===== config.mk =====
export PLATFORM = sky130hd
export DESIGN_NAME = evt_timer
export DESIGN_NICKNAME = d
export VERILOG_FILES = /design/src/rtl/evt_timer_pkg.sv /design/src/rtl/evt_tmr_presc.sv /design/src/rtl/evt_tmr_chan.sv /design/src/rtl/evt_timer.sv
export SDC_FILE = /design/constraint.sdc
export NUM_CORES = 1
export LEC_CHECK = 0
export ABC_CLOCK_PERIOD_IN_PS = 9120
export BUFFER_PORTS_ARGS = -buffer_cell sky130_fd_sc_hd__clkbuf_2
export CORE_ASPECT_RATIO = 1.1
export CORE_UTILIZATION = 35
export DETAILED_ROUTE_END_ITERATION = 10
export GPL_ROUTABILITY_DRIVEN = 0
export PLACE_DENSITY = 0.61
export SYNTH_ARGS = -nofsm -noshare
export SYNTH_HDL_FRONTEND = slang
export SYNTH_SLANG_ARGS = --single-unit
export TNS_END_PERCENT = 5

===== constraint.sdc =====
create_clock -name clk_i -period 9.12 [get_ports clk_i]
set_input_delay 0 -clock clk_i [delete_from_list [all_inputs] [get_ports clk_i]]
set_output_delay 0 -clock clk_i [all_outputs]
set_load 0.02 [all_outputs]

===== src/rtl/evt_timer_pkg.sv =====
package evt_timer_pkg;
  localparam int CNT_W = 32;
  localparam int PS_W  = 4;
  localparam int PS_MAX = 9;

  localparam int A_MODE  = 0;
  localparam int A_WIDTH = 1;
  localparam int A_PRESC = 2;
  localparam int A_INTSET = 3;
  localparam int A_INTCLR = 4;
  localparam int A_SCCLR = 5;
  localparam int A_SCSTOP = 6;
  localparam int A_ONESHOT = 7;
  localparam int A_CC = 8;
  localparam int A_EV = 16;

  typedef enum logic [1:0] {
    W16 = 2'd0,
    W8  = 2'd1,
    W24 = 2'd2,
    W32 = 2'd3
  } width_e;

  function automatic logic [CNT_W-1:0] width_mask(width_e w);
    case (w)
      W16:     return 32'h0000_FFFF;
      W8:      return 32'h0000_00FF;
      W24:     return 32'h00FF_FFFF;
      default: return 32'hFFFF_FFFF;
    endcase
  endfunction
endpackage


===== src/rtl/evt_tmr_presc.sv =====
module evt_tmr_presc
  import evt_timer_pkg::*;
#(
  parameter int DIV_W = PS_MAX
) (
  input  logic            clk_i,
  input  logic            rst_ni,
  input  logic            en_i,
  input  logic            restart_i,
  input  logic [PS_W-1:0] presc_i,
  output logic            tick_o
);
  logic [DIV_W-1:0] div_q;
  logic [DIV_W:0]   lim;

  assign lim    = ({{DIV_W{1'b0}}, 1'b1} << presc_i) - 1'b1;
  assign tick_o = en_i & ({1'b0, div_q} == lim);

  always_ff @(posedge clk_i or negedge rst_ni) begin
    if (!rst_ni)                div_q <= '0;
    else if (restart_i || tick_o) div_q <= '0;
    else if (en_i)              div_q <= div_q + 1'b1;
  end
endmodule


===== src/rtl/evt_tmr_chan.sv =====
module evt_tmr_chan
  import evt_timer_pkg::*;
(
  input  logic             clk_i,
  input  logic             rst_ni,
  input  logic             adv_i,
  input  logic [CNT_W-1:0] inc_i,
  input  logic [CNT_W-1:0] cnt_i,
  input  logic [CNT_W-1:0] mask_i,
  input  logic             oneshot_i,
  input  logic             cap_i,
  input  logic             cc_we_i,
  input  logic             ev_we_i,
  input  logic [CNT_W-1:0] wdata_i,
  output logic             hit_o,
  output logic [CNT_W-1:0] cc_o,
  output logic             ev_o
);
  logic [CNT_W-1:0] cc_q;
  logic             armed_q, ev_q;

  assign hit_o = adv_i & (inc_i == (cc_q & mask_i)) & (~oneshot_i | armed_q);
  assign cc_o  = cc_q;
  assign ev_o  = ev_q;

  always_ff @(posedge clk_i or negedge rst_ni) begin
    if (!rst_ni) begin
      cc_q    <= '0;
      armed_q <= 1'b0;
      ev_q    <= 1'b0;
    end else begin
      if (cc_we_i)    cc_q <= wdata_i;
      else if (cap_i) cc_q <= cnt_i & mask_i;
      // write re-arms even on a same-cycle hit
      if (cc_we_i)    armed_q <= 1'b1;
      else if (hit_o) armed_q <= 1'b0;
      if (hit_o)        ev_q <= 1'b1;
      else if (ev_we_i) ev_q <= wdata_i[0];
    end
  end
endmodule


===== src/rtl/evt_timer.sv =====
module evt_timer
  import evt_timer_pkg::*;
#(
  parameter int NCH = 4,
  parameter int AW  = 5
) (
  input  logic             clk_i,
  input  logic             rst_ni,
  input  logic             we_i,
  input  logic [AW-1:0]    addr_i,
  input  logic [CNT_W-1:0] wdata_i,
  output logic [CNT_W-1:0] rdata_o,
  input  logic             task_start_i,
  input  logic             task_stop_i,
  input  logic             task_count_i,
  input  logic             task_clear_i,
  input  logic             task_shutdown_i,
  input  logic [NCH-1:0]   task_capture_i,
  output logic [NCH-1:0]   cmp_pulse_o,
  output logic             irq_o
);
  logic             mode_q, run_q;
  width_e           width_q;
  logic [PS_W-1:0]  presc_q;
  logic [NCH-1:0]   inten_q, sc_clr_q, sc_stop_q, oneshot_q, pulse_q;
  logic [CNT_W-1:0] cnt_q, inc, mask;
  logic [NCH-1:0]   hit, ev_vec, cap, cc_we, ev_we;
  logic [CNT_W-1:0] cc_arr [NCH];
  logic             hi, do_start, do_count, tick, adv, restart;

  // single winner: shutdown > stop > clear > start > count > capture
  assign hi       = task_shutdown_i | task_stop_i | task_clear_i;
  assign do_start = task_start_i & ~hi;
  assign do_count = task_count_i & ~hi & ~task_start_i;
  assign cap      = task_capture_i & {NCH{~(hi | task_start_i | task_count_i)}};

  assign mask    = width_mask(width_q);
  assign inc     = (cnt_q + CNT_W'(1)) & mask;
  assign restart = task_shutdown_i | (task_clear_i & ~task_stop_i) | (do_start & ~run_q);
  assign adv     = run_q & ~hi & (mode_q ? do_count : tick);

  evt_tmr_presc u_presc (
    .clk_i    (clk_i),
    .rst_ni   (rst_ni),
    .en_i     (run_q & ~mode_q),
    .restart_i(restart),
    .presc_i  (presc_q),
    .tick_o   (tick)
  );

  for (genvar n = 0; n < NCH; n++) begin : g_ch
    assign cc_we[n] = we_i && (addr_i == AW'(A_CC + n));
    assign ev_we[n] = we_i && (addr_i == AW'(A_EV + n));
    evt_tmr_chan u_ch (
      .clk_i    (clk_i),
      .rst_ni   (rst_ni),
      .adv_i    (adv),
      .inc_i    (inc),
      .cnt_i    (cnt_q),
      .mask_i   (mask),
      .oneshot_i(oneshot_q[n]),
      .cap_i    (cap[n]),
      .cc_we_i  (cc_we[n]),
      .ev_we_i  (ev_we[n]),
      .wdata_i  (wdata_i),
      .hit_o    (hit[n]),
      .cc_o     (cc_arr[n]),
      .ev_o     (ev_vec[n])
    );
  end

  always_ff @(posedge clk_i or negedge rst_ni) begin
    if (!rst_ni) begin
      cnt_q   <= '0;
      run_q   <= 1'b0;
      pulse_q <= '0;
    end else begin
      pulse_q <= hit;
      if (task_shutdown_i) begin
        cnt_q <= '0;
        run_q <= 1'b0;
      end else if (task_stop_i) begin
        run_q <= 1'b0;
      end else if (task_clear_i) begin
        cnt_q <= '0;
      end else begin
        if (do_start) run_q <= 1'b1;
        if (adv) begin
          cnt_q <= (|(hit & sc_clr_q)) ? '0 : inc;
          if (|(hit & sc_stop_q)) run_q <= 1'b0;
        end
      end
    end
  end

  always_ff @(posedge clk_i or negedge rst_ni) begin
    if (!rst_ni) begin
      mode_q    <= 1'b0;
      width_q   <= W16;
      presc_q   <= '0;
      inten_q   <= '0;
      sc_clr_q  <= '0;
      sc_stop_q <= '0;
      oneshot_q <= '0;
    end else if (we_i) begin
      case (addr_i)
        AW'(A_MODE):    mode_q    <= wdata_i[0];
        AW'(A_WIDTH):   width_q   <= width_e'(wdata_i[1:0]);
        AW'(A_PRESC):   presc_q   <= (wdata_i[PS_W-1:0] > PS_W'(PS_MAX)) ? PS_W'(PS_MAX)
                                                                       : wdata_i[PS_W-1:0];
        AW'(A_INTSET):  inten_q   <= inten_q | wdata_i[NCH-1:0];
        AW'(A_INTCLR):  inten_q   <= inten_q & ~wdata_i[NCH-1:0];
        AW'(A_SCCLR):   sc_clr_q  <= wdata_i[NCH-1:0];
        AW'(A_SCSTOP):  sc_stop_q <= wdata_i[NCH-1:0];
        AW'(A_ONESHOT): oneshot_q <= wdata_i[NCH-1:0];
        default: ;
      endcase
    end
  end

  always_comb begin
    rdata_o = '0;
    case (addr_i)
      AW'(A_MODE):    rdata_o = CNT_W'(mode_q);
      AW'(A_WIDTH):   rdata_o = CNT_W'(width_q);
      AW'(A_PRESC):   rdata_o = CNT_W'(presc_q);
      AW'(A_INTSET):  rdata_o = CNT_W'(inten_q);
      AW'(A_SCCLR):   rdata_o = CNT_W'(sc_clr_q);
      AW'(A_SCSTOP):  rdata_o = CNT_W'(sc_stop_q);
      AW'(A_ONESHOT): rdata_o = CNT_W'(oneshot_q);
      default: ;
    endcase
    for (int n = 0; n < NCH; n++) begin
      if (addr_i == AW'(A_CC + n)) rdata_o = cc_arr[n];
      if (addr_i == AW'(A_EV + n)) rdata_o = CNT_W'(ev_vec[n]);
    end
  end

  assign cmp_pulse_o = pulse_q;
  assign irq_o       = |(ev_vec & inten_q);
endmodule


Word-level counts from Yosys, hierarchy flattened --
Index checks and enable logic that the tools add are counted.
Storage, ports and cells: logic and storage cells 189, flip-flop bits (word level) 205, input port bits 49
Operators by class: order comparisons 1, eq/ne operators 24, shifts and indexed selects 1, reduce and logical (&&, ||, !) cells 37, $add $sub $neg 3, mux-type cells 50, bitwise logic cells 50
Operator list (count):
- 32-bit 2-to-1 mux | 21
- 32-bit bitwise AND | 6
- 32-bit equality test | 4
- 32-bit case mux with 3 select lines | 1
- 32-bit by 1-bit adder with 32-bit output, second input constant | 1
- 4-bit case mux with 7 select lines | 1
- 2-bit nonzero test | 14
- 1-bit 2-to-1 mux | 23
- 4-bit bitwise AND | 5
- 5-bit by 3-bit equality test with 1-bit output, second input constant | 4
- 5-bit by 4-bit equality test with 1-bit output, second input constant | 4
- 5-bit equality test, second input constant | 4
- 9-bit 2-to-1 mux | 2
- 1-bit bitwise AND | 17
- 2-bit AND reduction | 8
- 4-bit OR reduction | 3
- 5-bit by 2-bit equality test with 1-bit output, second input constant | 2
- 9-bit by 10-bit equality test with 1-bit output | 1
- 1-bit inverter | 10
- 1-bit OR | 10
- 1-bit by 4-bit << shifter with 10-bit output, first input constant | 1
- 10-bit by 1-bit subtractor with 10-bit output, second input constant | 1
- 9-bit by 1-bit adder with 9-bit output, second input constant | 1
- 1-bit logical AND | 8
- other kinds (14) | 14

Depth between registers and ports, before layout --
Gate-level depths: netlist of run 1.
depth in word-level cells 16, depth in mapped cells 16, mapped depth without buffers 13

Cells and area by module --
From an unflattened synthesis of run 1, not the netlist that was laid out.
Second synthesis, totals: cells, all modules 1715, area, all modules 14264.9 um^2
Modules (own cells, without submodules):
- evt_tmr_chan | instances 4, area each 2203.4 um^2, cells an instance 265, sequential area each 850.8 um^2
- evt_timer | instances 1, area each 4634.4 um^2, cells an instance 564, sequential area each 1501.4 um^2
- evt_tmr_presc | instances 1, area each 817.0 um^2, cells an instance 91, sequential area each 225.2 um^2

Least setup slack after synthesis of run 1 --
No wires, ideal clock.
kind flip-flop to flip-flop, start point register presc_q[3], end point register cnt_q[30], arrival 3.724 ns, stages on the path, launching flop included 14, setup slack 5.274 ns, cells stage by stage dfrtp_1 > or4_1 > ha_1 > xnor2_1 > a2111oi_0 > o2111ai_1 > nor4_1 > a31o_2 > o21ai_0 > a2111oi_2 > a221oi_4 > buf_2 > a41oi_1 > nor2_1
Between the ends: word-level cells in the longest chain between the ends 15, elaborated cells on any way between the ends 23
Ends and longest elaborated chain:
- from (decl) | RTL line evt_timer.sv:24 | logic [PS_W-1:0] presc_q;
- from (signal assigned) | RTL line evt_timer.sv:109 | AW'(A_PRESC): presc_q <= (wdata_i[PS_W-1:0] > PS_W'(PS_MAX)) ? PS_W'(PS_MAX)
- 1-bit by 4-bit << shifter with 10-bit output * | RTL line evt_tmr_presc.sv:16 | assign lim = ({{DIV_W{1'b0}}, 1'b1} << presc_i) - 1'b1;
- 10-bit by 1-bit subtractor with 10-bit output * | RTL line evt_tmr_presc.sv:16
- 9-bit by 10-bit equality test with 1-bit output * | RTL line evt_tmr_presc.sv:17 | assign tick_o = en_i & ({1'b0, div_q} == lim);
- 1-bit bitwise AND * | RTL line evt_tmr_presc.sv:17
- 1-bit 2-to-1 mux * | RTL line evt_timer.sv:40 | assign adv = run_q & ~hi & (mode_q ? do_count : tick);
- 1-bit bitwise AND * | RTL line evt_timer.sv:40
- 1-bit bitwise AND (2 in series) | RTL line evt_tmr_chan.sv:22 | assign hit_o = adv_i & (inc_i == (cc_q & mask_i)) & (~oneshot_i | armed_q);
- 4-bit bitwise AND | RTL line evt_timer.sv:89 | cnt_q <= (|(hit & sc_clr_q)) ? '0 : inc;
- 4-bit OR reduction | RTL line evt_timer.sv:89
- 32-bit 2-to-1 mux | RTL line evt_timer.sv:89
- 32-bit 2-to-1 mux | RTL line evt_timer.sv:88 | if (adv) begin
- 32-bit 2-to-1 mux | RTL line evt_timer.sv:84 | end else if (task_clear_i) begin
- 32-bit 2-to-1 mux | RTL line evt_timer.sv:82 | end else if (task_stop_i) begin
- 32-bit 2-to-1 mux | RTL line evt_timer.sv:79 | if (task_shutdown_i) begin
- to (signal assigned) | RTL line evt_timer.sv:89
- to (decl) | RTL line evt_timer.sv:26 | logic [CNT_W-1:0] cnt_q, inc, mask;
Every way passes the cells marked *; elsewhere a longest branch is shown, timed or not. The select of a mux whose other input is x is not followed. A chain may end at the register's enable or synchronous reset.

Worst setup path in the final report of run 1 --
start point register cnt_q[0], end point register run_q
Between the ends: word-level cells in the longest chain between the ends 12, elaborated cells on any way between the ends 21
Ends and longest elaborated chain:
- 32-bit by 1-bit adder with 32-bit output * | RTL line evt_timer.sv:38 | assign inc = (cnt_q + CNT_W'(1)) & mask;
- 32-bit bitwise AND * | RTL line evt_timer.sv:38
- 32-bit equality test | RTL line evt_tmr_chan.sv:22
- 1-bit bitwise AND (2 in series) | RTL line evt_tmr_chan.sv:22
- 4-bit bitwise AND * | RTL line evt_timer.sv:90 | if (|(hit & sc_stop_q)) run_q <= 1'b0;
- 4-bit OR reduction * | RTL line evt_timer.sv:90
- 1-bit 2-to-1 mux * | RTL line evt_timer.sv:90
- 1-bit 2-to-1 mux * | RTL line evt_timer.sv:88
- 1-bit 2-to-1 mux * | RTL line evt_timer.sv:84
- 1-bit 2-to-1 mux * | RTL line evt_timer.sv:82
- 1-bit 2-to-1 mux * | RTL line evt_timer.sv:79
- to (signal assigned) | RTL line evt_timer.sv:81 | run_q <= 1'b0;
- to (signal assigned) | RTL line evt_timer.sv:83 | run_q <= 1'b0;
- to (signal assigned) | RTL line evt_timer.sv:90
- to (decl) | RTL line evt_timer.sv:22 | logic mode_q, run_q;
Marks and branches as above.

==> results.json, run 1 <==
{
  "net_total_in_the_final_layout": 1940,
  "top_reg_cell_synth": "sky130_fd_sc_hd__dfrtp_1",
  "first_pass_iters": 5,
  "finish.instance_area_um2": 17000,
  "max-cap-violations": 0,
  "timing.reg2reg.worst_path_depth": 12,
  "initial_core_util_pct": 35.5,
  "timing.critical_path.from": "cnt_q[0]$_DFFE_PN0P_",
  "wire_length_of_the_first_global_routing_pass_mm": 82.9,
  "wire_per_inst_um": 21.3,
  "layout_common_cells": "sky130_fd_sc_hd__nor2_1 (321), sky130_fd_sc_hd__a21oi_1 (264), sky130_fd_sc_hd__dfrtp_1 (205), sky130_fd_sc_hd__nand2_1 (138), sky130_fd_sc_hd__xnor2_1 (97)",
  "cts_inserted_buffers": 25,
  "power.share.sequential_pct": 43.0,
  "dr.first_iter.drc_count": 1175,
  "worstHoldPathType": "in -> async",
  "io-pin-count": 86,
  "actual_slew_at_the_worst_max_slew_pin_ns": 1.14,
  "root_buffer": "sky130_fd_sc_hd__clkbuf_16",
  "sink_count_of_the_clock_tree": 205,
  "fp-row-count": 79,
  "grt_max_degree": 91,
  "leak_pwr_nw": 6.91,
  "clock_tree_from_tritoncts": "done",
  "synth_enable_flop_cells": 0,
  "final-max-slew-violation-count": 0,
  "routed-via-count": 14900,
  "switching_share_pct": 34.4,
  "antenna_found_initial": 1,
  "max_slew_margin_pct": 23.9,
  "post_synth_instance_area_um2": 15000,
  "io_buffer_count": 85,
  "layout-drive-gt1-share_pct": 10.9,
  "count_of_distinct_cell_types_in_the_synthesized_netlist": 87,
  "cts.clk_slew.worst_paths_ns": 0.06,
  "power.share.clock_pct": 32.9,
  "dominant_combinational_cell_family_by_area_after_synthesis": "compound AO/OA/AOI/OAI gates",
  "finalWorstSetupSlack_ns": 3.10,
  "layout-area-overhead-vs-synth_pct": 13.1,
  "first_global_vias": 14000,
  "dp_cells": 2383,
  "net-switching-power_mw": 1.05,
  "cp_data_required_time_ns": 9.55,
  "rr_startpoint": "cnt_q[0]$_DFFE_PN0P_",
  "wl_mm": 52.6,
  "layout_min_cycle_time_ns": 6.02,
  "largest_reg_flops": 128,
  "yosys.area_share.xor_xnor_pct": 11.3,
  "dpl_cell_area_um2": 15700,
  "fin_worst_skew_ns": 0.0268,
  "cts_h_tree_depth": 1,
  "coreArea_um2": 42300,
  "proportion_of_register_bits_with_asynchronous_set_or_reset_after_synthesis_pct": 100,
  "synthesis.area_per_instance_um2": 8.05,
  "ff2ff_setup_slack_ns": 3.10,
  "worst_setup_path_end_kind": "flop",
  "die_w_um": 200,
  "yosys_warnings": 0,
  "synthesis.nets": 1918,
  "rr_endpoint": "run_q$_DFFE_PN0P_",
  "hold_violations": 0,
  "yosysSeqAreaShare_pct": 34.1,
  "totalNegativeSetupSlack_ns": 0,
  "final_cell_count_no_fill": 2472,
  "ys_seq_elements": 205,
  "grt.overflow.total": 0,
  "internal_power_summed_over_all_cells_mw": 2.01,
  "dp_worst_setup_slack_ns": 3.58,
  "crit_arrival_ns": 6.45,
  "power.density_cell_area_nw_per_um2": 180,
  "clkLatencyLatePin_ns": 0.55,
  "num-fill-cells": 4350,
  "path_max_fanout": 17,
  "irDropWorstVdd_mv": 0.120,
  "dp_hpwl_mm": 36.4,
  "result_of_the_run": "completed",
  "grt_usage_pct": 24.2,
  "post_drt_via_cell_ratio": 6.02,
  "layout.cells.most_common": "sky130_fd_sc_hd__nor2_1",
  "route.antenna.remaining_nets": 0,
  "cts-root-to-sink-buffers": 3,
  "worstSetupPathType": "reg -> reg",
  "grt_setup_unrepaired": "no",
  "fp.dieH_um": 219,
  "synth_compound_area_share_pct": 23.2,
  "maxClockFrequency_mhz": 166,
  "synthCells": 1866,
  "min_period_over_period_pct": 66.0,
  "cts_repair_resize_count": 0,
  "design.die.area_um2": 43800,
  "remaining_drc_errors": 0,
  "adder_cell_fraction_of_synth_area_pct": 0.250,
  "final-setup-viol-count": 0,
  "yosys-mux-area-fraction_pct": 3.21,
  "crit_path_start_kind": "flop",
  "post_synth_and_or_nand_nor_area_fraction_pct": 22.9,
  "power_frac_comb_pct": 24.1
}
[area by class of cell]
| class | instances | area, µm² | area share [%] |
|---|---|---|---|
| multi-input combinational | 1475 | 9180 | 54.0 |
| sequential | 205 | 5130 | 30.2 |
| timing repair buffer | 155 | 1070 | 6.32 |
| clock buffer | 37 | 741 | 4.36 |
| tap | 567 | 709 | 4.17 |
| inverter | 26 | 97.6 | 0.574 |
| clock inverter | 6 | 66.3 | 0.390 |
| antenna | 1 | 2.50 | 0.0147 |
[metal layers]
layer	GRT usage [%]	part of all wire [%]	up-vias
li1	-	-	6797
met1	32.0	41	7252
met2	39.8	47	696
met3	2.75	7.2	127
met4	9.97	4.0	0
met5	0	0	-
[cells in the mapped netlist, types with 18 or more instances]
cell | number | area (µm²)
sky130_fd_sc_hd__nor2_1 | 322 | 1210
sky130_fd_sc_hd__mux2_2 | 18 | 203
sky130_fd_sc_hd__xor2_1 | 37 | 324
sky130_fd_sc_hd__a22oi_1 | 63 | 473
sky130_fd_sc_hd__and3_1 | 21 | 131
sky130_fd_sc_hd__nor4_1 | 30 | 188
sky130_fd_sc_hd__a31oi_1 | 31 | 194
sky130_fd_sc_hd__buf_2 | 21 | 105
sky130_fd_sc_hd__nand2_1 | 144 | 541
sky130_fd_sc_hd__clkbuf_1 | 117 | 439
sky130_fd_sc_hd__inv_1 | 25 | 93.8
sky130_fd_sc_hd__dfrtp_1 | 205 | 5130
sky130_fd_sc_hd__xnor2_1 | 97 | 850
sky130_fd_sc_hd__xnor3_1 | 23 | 518
sky130_fd_sc_hd__mux2i_1 | 28 | 280
sky130_fd_sc_hd__nand4_1 | 37 | 231
sky130_fd_sc_hd__a41oi_1 | 23 | 201
sky130_fd_sc_hd__nand3_1 | 40 | 200
sky130_fd_sc_hd__nor3_1 | 40 | 200
sky130_fd_sc_hd__o21ai_0 | 42 | 210
sky130_fd_sc_hd__a21oi_1 | 264 | 1320
[power by group through the flow]
stage                     logic, mW  registers [mW]  clock network (mW)
final                         0.740            1.32                1.01
after CTS                     0.733            1.31                1.02
after floorplan               0.531            1.22                   0
after detailed placement      0.710            1.33                   0
after global routing          0.806            1.34                1.06
after global placement        0.699            1.32                   0
[stage by stage]
step | util [%] | power [mW] | hold WS (ns)
4_1_cts | 40.2 | 3.07 | 0.0853
2_1_floorplan | - | 1.76 | -0.296
3_3_place_gp | 37.2 | 2.02 | 0.0746
5_1_grt | 40.2 | 3.20 | 0.121
6_report | 40.2 | 3.07 | 0.0590
3_5_place_dp | 37.2 | 2.04 | 0.0741
[critical path: stages, from the launching register on]
cell	delay [ns]
sky130_fd_sc_hd__dfrtp_1	0.64
sky130_fd_sc_hd__ha_1	0.34
sky130_fd_sc_hd__nand3_1	0.52
sky130_fd_sc_hd__nor2_1	0.94
sky130_fd_sc_hd__nor3_1	0.17
sky130_fd_sc_hd__or4_1	0.54
sky130_fd_sc_hd__a2111oi_0	0.86
sky130_fd_sc_hd__nand4_1	0.17
sky130_fd_sc_hd__nor4_1	0.66
sky130_fd_sc_hd__a32oi_1	0.26
sky130_fd_sc_hd__nand3_1	0.15
sky130_fd_sc_hd__o31ai_1	0.08
sky130_fd_sc_hd__dlygate4sd3_1	0.56
[kinds of logic (layout without fill, tap and decap cells)]
kind of cell               Yosys count  after routing
xor gates and xnor gates           157            157
DFF                                205            205
muxes                               46             46
AOI/OAI and AO/OA                  545            545
and+or+nand+nor                    724            724
buffers and inverters              186            224
adders and majority gates            3              3
other                                0              1
[worst max path at each step]
stage | endpoint | slack (ns) | cells past startpoint
6_report | run_q$_DFFE_PN0P_ | 3.10 | 12
5_1_grt | run_q$_DFFE_PN0P_ | 2.68 | 12
4_1_cts | run_q$_DFFE_PN0P_ | 3.21 | 12
3_5_place_dp | cnt_q[12]$_DFFE_PN0P_ | 3.58 | 12
3_3_place_gp | cnt_q[9]$_DFFE_PN0P_ | 3.68 | 12
2_1_floorplan | cnt_q[30]$_DFFE_PN0P_ | 5.27 | 13
[timing repair]
item | 4_1_cts | 5_1_grt
buffers inserted | 0 | 0
hold endpoints to repair | 239 | 0
hold buffers | 45 | 0
(Power assumes the default switching activity.)
==> run 2: changes to the inputs <==
Settings changed: ABC_CLOCK_PERIOD_IN_PS 9120 to 6250.
Clock period 9.12 ns to 6.25 ns, I/O delays scaled along.
==> run 2 against run 1 <==
Clock-buffer cell count down 2. Via count down 0.63%. Die area unchanged. Final cell count up 0.28%. Worst hold slack worse by 0.045 ns. Critical path type unchanged. First-iteration DRC count up 23%. Sequential power up 45%. Non-clock buffer count up 9. Largest cell class unchanged. Total power up 47%. Critical endpoint unchanged. Core utilization up 0.19 points.
==> results.json, run 2 (same netlist as run 1, synthesis figures left out) <==
{
  "result_of_the_run": "completed",
  "root_buffer": "sky130_fd_sc_hd__clkbuf_16",
  "clkLatencyLatePin_ns": 0.54,
  "remaining_drc_errors": 0,
  "critical_path.cell_chain": "ha_1 -> nand3_1 -> buf_4 -> nor3_1 -> xnor2_1 -> a21bo_2 -> a2111oi_0 -> nand4_1 -> nor4_1 -> a32oi_1 -> nand3_1 -> o31ai_1 -> dlygate4sd3_1",
  "worstHoldPathType": "in -> reg",
  "layout-drive-gt1-share_pct": 11.4,
  "path_max_fanout": 14,
  "final-setup-viol-count": 0,
  "worst_setup_path_end_kind": "flop",
  "actual_slew_at_the_worst_max_slew_pin_ns": 1.26,
  "hold_buffers": 42,
  "antenna_found_initial": 1,
  "first_global_vias": 13800,
  "grt_max_degree": 87,
  "final-max-slew-violation-count": 0,
  "routed-via-count": 14800,
  "layout-area-overhead-vs-synth_pct": 13.7,
  "power.density_cell_area_nw_per_um2": 264,
  "fin_worst_skew_ns": 0.0110,
  "layout_common_cells": "sky130_fd_sc_hd__nor2_1 (321), sky130_fd_sc_hd__a21oi_1 (264), sky130_fd_sc_hd__dfrtp_1 (205), sky130_fd_sc_hd__nand2_1 (138), sky130_fd_sc_hd__xnor2_1 (97)",
  "initial_core_util_pct": 35.5,
  "leak_pwr_nw": 6.97,
  "largest_reg_flops": 128,
  "worstSetupPathType": "reg -> reg",
  "min_period_over_period_pct": 91.2,
  "clock_tree_from_tritoncts": "done",
  "dp_hpwl_mm": 37.0,
  "critical_path.most_common_cell": "sky130_fd_sc_hd__nand3_1",
  "irDropWorstVdd_mv": 0.182,
  "cp_data_required_time_ns": 6.67,
  "post-cts-setup-buffers": 0,
  "maxClockFrequency_mhz": 176,
  "sink_count_of_the_clock_tree": 205,
  "busiest_metal_layer_after_global_routing": "met2",
  "wire_length_of_the_first_global_routing_pass_mm": 82.5,
  "first_pass_iters": 6,
  "cts-root-to-sink-buffers": 3,
  "cts_h_tree_depth": 1,
  "wire_per_inst_um": 21.1,
  "cts_repair_resize_count": 0,
  "net_total_in_the_final_layout": 1949,
  "die_w_um": 200,
  "worst_path_dominant_cell_family": "simple AND/OR/NAND/NOR gates",
  "max_stage_delay_ns": 1.09,
  "io-pin-count": 86,
  "wl_mm": 52.4,
  "fp-row-count": 79,
  "totalNegativeSetupSlack_ns": 0,
  "io_buffer_count": 85,
  "cts.clk_slew.worst_paths_ns": 0.06,
  "route.antenna.remaining_nets": 0,
  "post_drt_via_cell_ratio": 5.96,
  "grt_setup_unrepaired": "no",
  "cp.buffers_inverters": 2,
  "multi_input_logic_area_um2": 9180,
  "design.die.area_um2": 43800,
  "layout.cells.most_common": "sky130_fd_sc_hd__nor2_1",
  "layout_min_cycle_time_ns": 5.70,
  "dr.first_iter.drc_count": 1449,
  "globalRouteMet3Util_pct": 2.60,
  "grt_use_met1_pct": 32.7,
  "fp.dieH_um": 219,
  "final-seq-area_um2": 5130,
  "max_slew_margin_pct": 14.0,
  "hold_violations": 0,
  "grt.overflow.total": 0,
  "final_core_util_pct": 40.4,
  "grt_usage_pct": 24.0,
  "coreArea_um2": 42300,
  "cell_with_the_largest_stage_delay_on_the_worst_path": "sky130_fd_sc_hd__a2111oi_0",
  "cts_inserted_buffers": 25,
  "max-cap-violations": 0,
  "crit_arrival_ns": 6.12,
  "num-fill-cells": 4359,
  "crit_path_start_kind": "flop",
  "grt_util_met2_pct": 39.6
}
## run 2: cell count changes in the layout (fill, tap and decap cells not counted), sizes merged
cell	delta
dlygate4sd3	-3
clkinv	+1
clkbuf	-2
bufinv	+2
inv	-1
buf	+12
clkinvlp	-2
## run 2: worst paths after layout
path / end / slack (ns) / cells after the start / start
max in group asynchronous: g_ch[0].u_ch.cc_o[20]$_DFFE_PN0P_ / 4.81 / 3 / rst_ni
min in group asynchronous: g_ch[2].u_ch.ev_o$_DFFE_PN0P_ / 0.07 / 2 / rst_ni
worst min-delay path: flop / 0.01 / 2 / we_i
worst max register to register: run_q$_DFFE_PN0P_ / 0.55 / 13 / cnt_q[0]$_DFFE_PN0P_
worst min register to register: g_ch[1].u_ch.armed_q$_DFFE_PN0P_ / 0.49 / 2 / g_ch[1].u_ch.armed_q$_DFFE_PN0P_
worst max-delay path: run_q$_DFFE_PN0P_ / 0.55 / 13 / cnt_q[0]$_DFFE_PN0P_
## run 2: final cells by class
| cell class | instances | area share (%) |
|---|---|---|
| repair buffers | 164 | 6.64 |
| flip-flops and latches | 205 | 30.0 |
| diodes | 1 | 0.0147 |
| well taps | 567 | 4.15 |
| multi-input cells | 1475 | 53.7 |
| clock inverters | 6 | 0.615 |
| inverters | 26 | 0.571 |
| clock buffers | 35 | 4.23 |
## run 2: per-stage QoR
stage	instances	power (mW)	area [µm²]	worst slack (ns)	hold slack, ns
after detailed placement	2395	2.98	15800	0.905	0.0627
after global routing	2479	4.71	17100	0.222	0.00702
final	2479	4.51	17100	0.553	0.0137
after global placement	2395	2.96	15800	1.06	0.0584
after floorplan	1866	2.56	15000	2.40	-0.296
after CTS	2478	4.51	17100	0.589	0.00204
## run 2: per-layer routing
metal,part of all wire [%],vias to the layer above
met5,0,-
met4,2.9,0
met3,6.4,103
met2,48,622
met1,42,7241
li1,-,6812
## run 2: where the power goes
group	switching (mW)	internal, mW	total, mW
sequential	0.350	1.57	1.92
combinational	0.576	0.511	1.09
clock	0.582	0.919	1.50
==> run 3: changes to the inputs <==
==> constraint.sdc (replaced) <==
create_clock -name clk_i -period 6.25 [get_ports clk_i]
set_input_delay 1.25 -clock clk_i [delete_from_list [all_inputs] [get_ports clk_i]]
set_output_delay 1.25 -clock clk_i [all_outputs]
set_load 0.02 [all_outputs]
==> run 3 against run 2 <==
Cell area down 2.8%. Total power is 1.7% lower. Routed wire length grew 0.66%. Via count is 0.82% lower. Die area unchanged. Sequential share of layout area increased by 0.86 points. First-iteration DRC count up 0.83%. Combinational power about the same. Critical path depth increased by 1. Critical endpoint is now cnt_q[8]$_DFFE_PN0P_.
==> results.json, run 3 (same netlist as run 1, synthesis figures left out) <==
{
  "wire_per_inst_um": 21.7,
  "largest_reg_flops": 128,
  "grt_setup_unrepaired": "no",
  "remaining_drc_errors": 0,
  "worstHoldPathType": "reg -> reg",
  "report.power.total_mw": 4.43,
  "fin_worst_skew_ns": 0.0162,
  "final-setup-viol-count": 0,
  "actual_slew_at_the_worst_max_slew_pin_ns": 1.42,
  "die_w_um": 200,
  "dp_hpwl_mm": 37.1,
  "rr_startpoint": "cnt_q[0]$_DFFE_PN0P_",
  "crit_path_start_kind": "flop",
  "route.antenna.remaining_nets": 0,
  "layout-area-overhead-vs-synth_pct": 10.5,
  "worst_setup_path_end_kind": "flop",
  "maxClockFrequency_mhz": 181,
  "root_buffer": "sky130_fd_sc_hd__clkbuf_16",
  "path_max_fanout": 35,
  "coreArea_um2": 42300,
  "final_core_util_pct": 39.2,
  "first_global_vias": 13900,
  "layout.cells.most_common": "sky130_fd_sc_hd__nor2_1",
  "wl_mm": 52.7,
  "dr.first_iter.drc_count": 1461,
  "first_pass_iters": 6,
  "crit_path_end": "cnt_q[8]$_DFFE_PN0P_",
  "rr_endpoint": "cnt_q[8]$_DFFE_PN0P_",
  "multi_input_logic_area_um2": 9180,
  "cts_h_tree_depth": 1,
  "crit_arrival_ns": 5.89,
  "hold_violations": 0,
  "initial_core_util_pct": 35.5,
  "leak_pwr_nw": 6.76,
  "irDropWorstVdd_mv": 0.190,
  "max_slew_margin_pct": 3.13,
  "layout_min_cycle_time_ns": 5.52,
  "design.die.area_um2": 43800,
  "net_total_in_the_final_layout": 1906,
  "grt_max_degree": 97,
  "cp_data_required_time_ns": 6.62,
  "max-cap-violations": 0,
  "final-max-slew-violation-count": 0,
  "layout-drive-gt1-share_pct": 11.6,
  "grt_usage_pct": 24.2,
  "routed-via-count": 14700,
  "final-seq-area_um2": 5130,
  "totalNegativeSetupSlack_ns": 0,
  "cts-root-to-sink-buffers": 3,
  "layout_common_cells": "sky130_fd_sc_hd__nor2_1 (321), sky130_fd_sc_hd__a21oi_1 (264), sky130_fd_sc_hd__dfrtp_1 (205), sky130_fd_sc_hd__nand2_1 (138), sky130_fd_sc_hd__xnor2_1 (97)",
  "wire_length_of_the_first_global_routing_pass_mm": 82.4,
  "post-cts-setup-buffers": 0,
  "num-fill-cells": 4382,
  "io_buffer_count": 85,
  "clkLatencyLatePin_ns": 0.55,
  "ff2ff_setup_slack_ns": 0.73,
  "fp.dieH_um": 219,
  "timing.critical_path.from": "cnt_q[0]$_DFFE_PN0P_",
  "timing.reg2reg.worst_path_depth": 14,
  "worstSetupPathType": "reg -> reg",
  "n_antenna_cell": 0,
  "fp-row-count": 79,
  "result_of_the_run": "completed",
  "clock_tree_from_tritoncts": "done",
  "cts_repair_resize_count": 0,
  "cts.clk_slew.worst_paths_ns": 0.06,
  "antenna_found_initial": 0,
  "sink_count_of_the_clock_tree": 205,
  "min_period_over_period_pct": 88.3,
  "cts_inserted_buffers": 25,
  "grt.overflow.total": 0,
  "power.density_cell_area_nw_per_um2": 267,
  "hold_buffers": 0,
  "io-pin-count": 86,
  "post_drt_via_cell_ratio": 6.02
}
-- run 3: cell types whose count changed in the layout (fill, tap and decap cells not counted), sizes merged --
cell	delta
buf	-1
clkinv	+1
clkbuf	-2
diode	-1
bufinv	-1
dlygate4sd3	-42
clkinvlp	+1
-- run 3: per-layer routing --
| layer | GRT usage (%) | part of all wire [%] |
|---|---|---|
| met4 | 9.26 | 3.5 |
| met2 | 39.4 | 47 |
| met3 | 3.10 | 7.5 |
| met5 | 0 | 0 |
| met1 | 32.4 | 42 |
-- run 3: critical path, cell delays in order (launching register included) --
cell	delay [ns]
sky130_fd_sc_hd__dfrtp_1	0.64
sky130_fd_sc_hd__ha_1	0.33
sky130_fd_sc_hd__nand3_1	0.35
sky130_fd_sc_hd__buf_4	0.31
sky130_fd_sc_hd__nor2_1	0.15
sky130_fd_sc_hd__buf_4	0.24
sky130_fd_sc_hd__nor3_1	0.10
sky130_fd_sc_hd__or4_1	0.52
sky130_fd_sc_hd__a2111oi_0	1.11
sky130_fd_sc_hd__o2111ai_1	0.29
sky130_fd_sc_hd__o41ai_2	0.42
sky130_fd_sc_hd__a221oi_4	0.20
sky130_fd_sc_hd__buf_4	0.36
sky130_fd_sc_hd__a41oi_1	0.25
sky130_fd_sc_hd__a31oi_1	0.06
-- run 3: power breakdown --
group,switching [mW],internal [mW],total (mW)
clock network,0.592,0.854,1.45
logic,0.570,0.490,1.06
registers,0.356,1.57,1.92
total,1.52,2.91,4.43
-- run 3: area by class of cell --
| cell class | instances | share of cell area, % |
|---|---|---|
| clock buffer | 33 | 4.19 |
| sequential | 205 | 30.9 |
| timing repair buffer | 121 | 4.25 |
| multi-input combinational | 1475 | 55.3 |
| inverter | 26 | 0.588 |
| clock inverter | 7 | 0.527 |
| tap | 567 | 4.27 |
-- run 3: worst min-delay path by stage --
| stage | startpoint | to | slack [ns] | depth (start not counted) |
|---|---|---|---|---|
| 3_5_place_dp | g_ch[1].u_ch.armed_q$_DFFE_PN0P_ | g_ch[1].u_ch.armed_q$_DFFE_PN0P_ | 0.46 | 2 |
| 4_1_cts | g_ch[0].u_ch.armed_q$_DFFE_PN0P_ | g_ch[0].u_ch.armed_q$_DFFE_PN0P_ | 0.48 | 1 |
| 3_3_place_gp | g_ch[0].u_ch.armed_q$_DFFE_PN0P_ | g_ch[0].u_ch.armed_q$_DFFE_PN0P_ | 0.45 | 1 |
| 5_1_grt | g_ch[1].u_ch.armed_q$_DFFE_PN0P_ | g_ch[1].u_ch.armed_q$_DFFE_PN0P_ | 0.49 | 2 |
| 6_report | g_ch[0].u_ch.armed_q$_DFFE_PN0P_ | g_ch[0].u_ch.armed_q$_DFFE_PN0P_ | 0.48 | 1 |
| 2_1_floorplan | g_ch[1].u_ch.armed_q$_DFFE_PN0P_ | g_ch[1].u_ch.armed_q$_DFFE_PN0P_ | 0.44 | 2 |
-- run 3: per-stage QoR --
step | cells | hold slack [ns] | instance area [µm²] | worst slack [ns]
finish | 2434 | 0.479 | 16600 | 0.729
global route | 2434 | 0.495 | 16600 | 0.559
CTS | 2434 | 0.479 | 16600 | 0.855
detailed placement | 2394 | 0.459 | 15800 | 0.902
global placement | 2394 | 0.453 | 15800 | 1.02
floorplan | 1866 | 0.437 | 15000 | 1.88
